===== src/rtl/fxd_pkg.sv =====
package fxd_pkg;
  typedef enum logic [2:0] {
    S_IDLE, S_GOT_J, S_DATA, S_GOT_T, S_FALSE
  } fr_state_t;

  localparam logic [4:0] CG_I = 5'b11111;
  localparam logic [4:0] CG_J = 5'b11000;
  localparam logic [4:0] CG_K = 5'b10001;
  localparam logic [4:0] CG_T = 5'b01101;
  localparam logic [4:0] CG_R = 5'b00111;
  localparam logic [3:0] NIB_PRE = 4'b0101;
  localparam logic [3:0] NIB_FC  = 4'b1110;
  localparam logic [4:0] RAW_FC  = 5'b11110;

  // returns {valid, nibble}
  function automatic logic [4:0] dec_cg(input logic [4:0] c);
    case (c)
      5'b11110: return 5'h10;
      5'b01001: return 5'h11;
      5'b10100: return 5'h12;
      5'b10101: return 5'h13;
      5'b01010: return 5'h14;
      5'b01011: return 5'h15;
      5'b01110: return 5'h16;
      5'b01111: return 5'h17;
      5'b10010: return 5'h18;
      5'b10011: return 5'h19;
      5'b10110: return 5'h1A;
      5'b10111: return 5'h1B;
      5'b11010: return 5'h1C;
      5'b11011: return 5'h1D;
      5'b11100: return 5'h1E;
      5'b11101: return 5'h1F;
      default:  return 5'h00;
    endcase
  endfunction

  // next value of a statistics counter
  function automatic logic [31:0] cnt_step(input logic [31:0] cur, input logic [31:0] top,
                                           input logic inc, input logic clr, input logic sat);
    logic [31:0] base;
    base = clr ? 32'd0 : cur;
    if (!inc) return base;
    if (sat && base == top) return base;
    return (base == top) ? 32'd0 : base + 32'd1;
  endfunction
endpackage


===== src/rtl/fxd_sym_map.sv =====
module fxd_sym_map
  import fxd_pkg::*;
(
  input  logic [4:0] cg,
  output logic       data_ok,
  output logic [3:0] nib,
  output logic       is_i,
  output logic       is_j,
  output logic       is_k,
  output logic       is_t,
  output logic       is_r
);
  logic [4:0] dec;
  assign dec     = dec_cg(cg);
  assign data_ok = dec[4];
  assign nib     = dec[3:0];
  assign is_i    = (cg == CG_I);
  assign is_j    = (cg == CG_J);
  assign is_k    = (cg == CG_K);
  assign is_t    = (cg == CG_T);
  assign is_r    = (cg == CG_R);
endmodule


===== src/rtl/fxd_frame_fsm.sv =====
module fxd_frame_fsm
  import fxd_pkg::*;
(
  input  logic       clk,
  input  logic       rst_n,
  input  logic [4:0] cg,
  input  logic       bypass,
  input  logic       data_ok,
  input  logic [3:0] nib,
  input  logic       is_i,
  input  logic       is_j,
  input  logic       is_k,
  input  logic       is_t,
  input  logic       is_r,
  output logic       rx_dv,
  output logic       rx_er,
  output logic [3:0] rxd,
  output logic       rxd4,
  output logic       fc_end,
  output logic       ssd_ok,
  output logic       pkt_bad
);
  fr_state_t  st, nst;
  logic       perr, perr_n;
  logic       dv_n, er_n, fc_slot;
  logic [3:0] nib_n;
  logic [4:0] raw_n;

  always_comb begin
    nst = st; perr_n = perr;
    dv_n = 1'b0; er_n = 1'b0; nib_n = '0; raw_n = '0;
    fc_slot = 1'b0; fc_end = 1'b0; ssd_ok = 1'b0; pkt_bad = 1'b0;
    case (st)
      S_IDLE: begin
        if (is_j) nst = S_GOT_J;
        else if (!is_i) begin nst = S_FALSE; fc_slot = 1'b1; end
      end
      S_GOT_J: begin
        if (is_k) begin
          nst = S_DATA; ssd_ok = 1'b1; perr_n = 1'b0;
          dv_n = 1'b1; nib_n = NIB_PRE; raw_n = cg;
        end else if (is_i) begin
          nst = S_IDLE; fc_slot = 1'b1; fc_end = 1'b1;
        end else begin
          nst = S_FALSE; fc_slot = 1'b1;
        end
      end
      S_FALSE: begin
        if (is_i) begin nst = S_IDLE; fc_end = 1'b1; end
        else fc_slot = 1'b1;
      end
      S_DATA: begin
        if (is_t) nst = S_GOT_T;
        else if (is_i) begin
          nst = S_IDLE; dv_n = 1'b1; er_n = 1'b1; raw_n = cg; pkt_bad = 1'b1;
        end else begin
          dv_n = 1'b1; raw_n = cg;
          if (data_ok) nib_n = nib;
          else begin er_n = 1'b1; perr_n = 1'b1; end
        end
      end
      S_GOT_T: begin
        nst = S_IDLE; pkt_bad = perr | ~is_r;
      end
      default: nst = S_IDLE;
    endcase
  end

  always_ff @(posedge clk or negedge rst_n) begin
    if (!rst_n) begin
      st <= S_IDLE; perr <= 1'b0;
      rx_dv <= 1'b0; rx_er <= 1'b0; rxd <= '0; rxd4 <= 1'b0;
    end else begin
      st <= nst; perr <= perr_n;
      rx_dv <= dv_n;
      if (bypass) begin
        rx_er <= 1'b0;
        {rxd4, rxd} <= fc_slot ? RAW_FC : (dv_n ? raw_n : 5'b0);
      end else begin
        rx_er <= er_n | fc_slot;
        rxd   <= fc_slot ? NIB_FC : nib_n;
        rxd4  <= 1'b0;
      end
    end
  end
endmodule


===== src/rtl/fxd_stat_cnt.sv =====
module fxd_stat_cnt
  import fxd_pkg::*;
#(
  parameter int W        = 16,
  parameter bit SATURATE = 1'b1
) (
  input  logic         clk,
  input  logic         rst_n,
  input  logic         inc,
  input  logic         clr,
  output logic [W-1:0] cnt,
  output logic         msb_warn
);
  localparam logic [31:0] TOP = (32'd1 << W) - 32'd1;
  logic [W-1:0] nxt;
  logic [31:0]  step;

  generate
    if (SATURATE) begin : g_sat
      assign step = cnt_step(32'(cnt), TOP, inc, clr, 1'b1);
    end else begin : g_wrap
      assign step = cnt_step(32'(cnt), TOP, inc, clr, 1'b0);
    end
  endgenerate
  assign nxt = step[W-1:0];

  always_ff @(posedge clk or negedge rst_n) begin
    if (!rst_n) begin
      cnt <= '0; msb_warn <= 1'b0;
    end else begin
      cnt      <= nxt;
      msb_warn <= ~cnt[W-1] & nxt[W-1];
    end
  end
endmodule


===== src/rtl/fxd_link_mon.sv =====
module fxd_link_mon (
  input  logic clk,
  input  logic rst_n,
  input  logic fc_end,
  input  logic ssd_ok,
  output logic link_ok,
  output logic link_chg
);
  logic last_fc;

  always_ff @(posedge clk or negedge rst_n) begin
    if (!rst_n) begin
      link_ok <= 1'b1; link_chg <= 1'b0; last_fc <= 1'b0;
    end else begin
      link_chg <= 1'b0;
      if (fc_end) begin
        last_fc <= 1'b1;
        if (last_fc && link_ok) begin link_ok <= 1'b0; link_chg <= 1'b1; end
      end else if (ssd_ok) begin
        last_fc <= 1'b0;
        if (!link_ok) begin link_ok <= 1'b1; link_chg <= 1'b1; end
      end
    end
  end
endmodule


===== src/rtl/fx_rx_decoder.sv =====
module fx_rx_decoder #(
  parameter int CNT_W = 16
) (
  input  logic             clk,
  input  logic             rst_n,
  input  logic [4:0]       cg,
  input  logic             bypass,
  input  logic             cnt_rd,
  output logic             rx_dv,
  output logic             rx_er,
  output logic [3:0]       rxd,
  output logic             rxd4,
  output logic [CNT_W-1:0] fc_count,
  output logic [CNT_W-1:0] err_count,
  output logic             cnt_warn,
  output logic             link_ok,
  output logic             link_chg
);
  logic       data_ok, is_i, is_j, is_k, is_t, is_r;
  logic [3:0] nib;
  logic       fc_end, ssd_ok, pkt_bad;
  logic       fc_warn, err_warn;

  fxd_sym_map u_map (
    .cg(cg), .data_ok(data_ok), .nib(nib),
    .is_i(is_i), .is_j(is_j), .is_k(is_k), .is_t(is_t), .is_r(is_r)
  );

  fxd_frame_fsm u_fsm (
    .clk(clk), .rst_n(rst_n), .cg(cg), .bypass(bypass),
    .data_ok(data_ok), .nib(nib),
    .is_i(is_i), .is_j(is_j), .is_k(is_k), .is_t(is_t), .is_r(is_r),
    .rx_dv(rx_dv), .rx_er(rx_er), .rxd(rxd), .rxd4(rxd4),
    .fc_end(fc_end), .ssd_ok(ssd_ok), .pkt_bad(pkt_bad)
  );

  fxd_stat_cnt #(.W(CNT_W), .SATURATE(1'b1)) u_fc_cnt (
    .clk(clk), .rst_n(rst_n), .inc(fc_end), .clr(cnt_rd),
    .cnt(fc_count), .msb_warn(fc_warn)
  );

  fxd_stat_cnt #(.W(CNT_W), .SATURATE(1'b0)) u_err_cnt (
    .clk(clk), .rst_n(rst_n), .inc(pkt_bad), .clr(cnt_rd),
    .cnt(err_count), .msb_warn(err_warn)
  );

  fxd_link_mon u_link (
    .clk(clk), .rst_n(rst_n), .fc_end(fc_end), .ssd_ok(ssd_ok),
    .link_ok(link_ok), .link_chg(link_chg)
  );

  assign cnt_warn = fc_warn | err_warn;
endmodule


===== config.mk =====
export PLATFORM = sky130hd
export DESIGN_NAME = fx_rx_decoder
export DESIGN_NICKNAME = d
export VERILOG_FILES = /design/src/rtl/fxd_pkg.sv /design/src/rtl/fxd_sym_map.sv /design/src/rtl/fxd_frame_fsm.sv /design/src/rtl/fxd_stat_cnt.sv /design/src/rtl/fxd_link_mon.sv /design/src/rtl/fx_rx_decoder.sv
export SDC_FILE = /design/constraint.sdc
export NUM_CORES = 1
export LEC_CHECK = 0
export ABC_AREA = 1
export BUFFER_PORTS_ARGS = -buffer_cell sky130_fd_sc_hd__buf_2
export CAP_MARGIN = 15
export CORE_MARGIN = 4
export CORE_UTILIZATION = 59
export CTS_BUF_LIST = sky130_fd_sc_hd__clkbuf_4
export CTS_CLUSTER_DIAMETER = 60
export DETAILED_ROUTE_END_ITERATION = 16
export GPL_ROUTABILITY_DRIVEN = 0
export GPL_TIMING_DRIVEN = 1
export PLACE_DENSITY_LB_ADDON = 0.2
export REMOVE_ABC_BUFFERS = 1
export SLEW_MARGIN = 20
export SYNTH_ARGS = -nofsm -noshare
export SYNTH_HDL_FRONTEND = slang
export SYNTH_SLANG_ARGS = --single-unit
export TNS_END_PERCENT = 30

===== constraint.sdc =====
create_clock -name clk -period 2.3 [get_ports clk]
set_input_delay 0.46 -clock clk [delete_from_list [all_inputs] [get_ports clk]]
set_output_delay 0.46 -clock clk [all_outputs]
set_load 0.03 [all_outputs]

==> summary.txt <==
Outcome
  • Status: finished, final reports clean

Floorplan
  • Die Wd: 81.7 um
  • Die Y: 81.7 um
  • Die area: 6680 sq um
  • Core Area: 5170 sq um
  • Rows: 26
  • Initial core utilization: 62.0%
  • Num ports: 51

Finish
  • Area delta synth->final: 11.0%
  • # fillers: 468
  • Leading cell type in the layout, fill and taps excluded: nand2_1
  • Layout cells sized above 1: 21.6%
  • Most frequent cells in the layout: nand2_1, inv_1, nor2_1
  • ANT cells: 0
  • Fin area: 3560 sq um
  • Final nets: 513

Yosys
  • Post-Synthesis Cells: 445
  • Synth warn: 0
  • Post-synthesis register bit count: 48
  • Mean Syn Cell Area: 7.20 sq um
  • Synth Cell Area: 3210 sq um
  • Sequential area share after synthesis: 37.5%
  • Synth cell types: 34

GRT
  • Tot GR Track Use: 24.4%
  • Total gr overflow: 0
  • Largest net degree at the start of global routing: 30
  • First-pass GRT wire length: 12.8 mm
  • Antenna violations before repair: 0
  • Vias in the first global route: 2876

Worst setup path
  • Crit path DAT: 2.07 ns
  • Slowest CP cell: dfrtp_1
  • CP Cell Sequence: inv_1 > nor2_1 > ha_1 > inv_1 > nor3_2 > nand2_2 > nor2_4 > nand3_1 > inv_1 > nand2_1 > nand2_1 > inv_1
  • CP dominant cell by count: inv_1
  • CP Capture Type: flip-flop
  • Critical path class: flip-flop to flip-flop
  • WP data required: 2.59 ns
  • Kind of cell adding the most delay to the critical path: simple AND/OR/NAND/NOR gates
  • Flop-to-flop setup slack: 0.53 ns
  • Worst path max stage delay: 0.42 ns
  • Critical path fanouts, max: 4
  • CP Launch Type: flip-flop
  • Worst path bufs/invs: 4

CTS
  • Clock-pin slew on the worst setup and hold paths: 0.15 ns
  • Worst-Skew Late Latency: 0.38 ns
  • Root Driver: clkbuf_4
  • TritonCTS clock tree: built
  • # resized after CTS: 0
  • CTS Buf Count: 5
  • Clk buf depth: 2
  • Post-CTS setup repair buffer count: 0
  • CTS H-tree lvls: 2
  • Hold_buf cts: 0
  • Clock sinks: 48

Drt
  • Residual DRC: 0
  • Top sig layer: met4
  • DR WL/cell: 13.0 um
  • Met3 wire len: 477 um
  • Vias: 3030
  • Pre-Repair DR Iteration Count: 6
  • Post-route ant nets: 0
  • DRT met1 WL: 3.30 mm
  • Post-DR vias/cell: 5.32
  • DRT iter0 DRCs: 144
  • Final Routed Wirelength: 7.43 mm
  • WL met2: 3.50 mm

Timing
  • Post-layout min period: 1.77 ns
  • Clk_skew: 0.0112 ns
  • Actual slew at the worst max-slew pin: 0.627 ns
  • Fmax: 564 MHz
  • RSZ-0062 raised after global routing: false
  • TNS Setup: 0 ns
  • Post-route setup slack: 0.527 ns
  • Final worst-path cycle share: 77.1%
  • Final Max Tran Viols: 0
  • Endpoints failing setup: 0
  • Relative slew slack: 58.2%
  • Final Hold Fails: 0

Hold path
  • Worst min path class: input port to async pin

Placed design
  • Placed cell area: 3510 sq um
  • Setup Slack @ Placement: 0.205 ns
  • Placed wire-length estimate: 5.77 mm
  • IO Port Bufs: 50

Job
  • Max-Cap Viols: 0

Power and ir drop
  • Peak supply drop: 0.000560 V
  • Leakage: 1.90 nW
  • Power per cell area: 460 nW/um^2
## registers in the layout, indices dropped and copies added (netlist names)
name and cells:
u_fsm.perr 1, u_link.link_ok 1, u_fc_cnt.msb_warn 1, u_link.link_chg 1, u_fsm.rxd4 1, u_fsm.rx_er 1
u_fc_cnt.cnt 16, u_fsm.rx_dv 1, u_err_cnt.msb_warn 1, u_fsm.st 3, u_err_cnt.cnt 16, u_fsm.rxd 4
u_link.last_fc 1
## per-stage QoR
stage / cells / total power [mW] / hold slack [ns] / utilization (%)
floorplan: 434 / 1.14 / 0.164 / -
finish: 570 / 1.64 / 0.0782 / 68.8
global placement: 562 / 1.24 / 0.439 / 67.8
global route: 570 / 1.71 / 0.115 / 68.8
CTS: 570 / 1.64 / 0.0920 / 68.8
detailed placement: 562 / 1.25 / 0.444 / 67.8
## final timing paths
check,start,end,depth (start not counted)
min,rst_n,u_err_cnt.cnt[5]$_DFF_PN0_,1
min reg2reg,u_err_cnt.cnt[15]$_DFF_PN0_,u_err_cnt.msb_warn$_DFF_PN0_,1
min in group clk,bypass,u_fsm.rx_er$_DFF_PN0_,2
max reg2reg,u_fc_cnt.cnt[0]$_DFF_PN0_,u_fc_cnt.cnt[10]$_DFF_PN0_,12
max,u_fc_cnt.cnt[0]$_DFF_PN0_,u_fc_cnt.cnt[10]$_DFF_PN0_,12
max in group asynchronous,rst_n,u_fc_cnt.cnt[15]$_DFF_PN0_,2
## synthesized netlist by cell type (all sizes together)
cell type	number	area share (%)
ha	5	2.0
o22ai	1	0.20
nand4	14	2.7
nand3b	1	0.23
xnor2	4	1.1
nand2	124	16
nor2	68	10
dfrtp	47	37
o21ai	25	3.9
dfstp	1	0.82
and2	1	0.20
o21a	1	0.23
buf	11	3.0
inv	68	8.0
a22oi	1	0.23
or2	1	0.20
o21bai	1	0.23
nor3	9	2.1
nand3	42	8.0
a21oi	10	1.9
xor2	10	2.7
## per-layer routing
metal | up-vias | GRT usage, %
met1 | 1406 | 31.4
li1 | 1509 | -
met5 | - | 0
met3 | 15 | 4.17
met2 | 100 | 41.4
met4 | 0 | 8.47
## kinds of logic (layout without fill, tap and decap cells)
logic type	count (synthesis)	count (layout)	share of synthesized area, %
flops	48	48	37.5
buf+inv	79	134	10.9
compound gates	39	39	6.71
xor+xnor	14	14	3.82
simple gates	260	260	39.1
fa+ha+maj	5	5	1.95
## power breakdown
part	switching [mW]	internal (mW)	total (mW)
clock network	0.287	0.113	0.400
registers	0.0252	0.897	0.923
logic	0.224	0.0894	0.313
## layout make-up
class	instances	area, sq um	area share, %
multi-input combinational	318	1650	46.4
sequential	48	1200	33.8
timing repair buffer	58	310	8.72
inverter	68	255	7.17
tap	70	87.6	2.46
clock buffer	5	37.5	1.05
clock inverter	3	13.8	0.387
No activity file was read; power rests on OpenSTA's default activity.
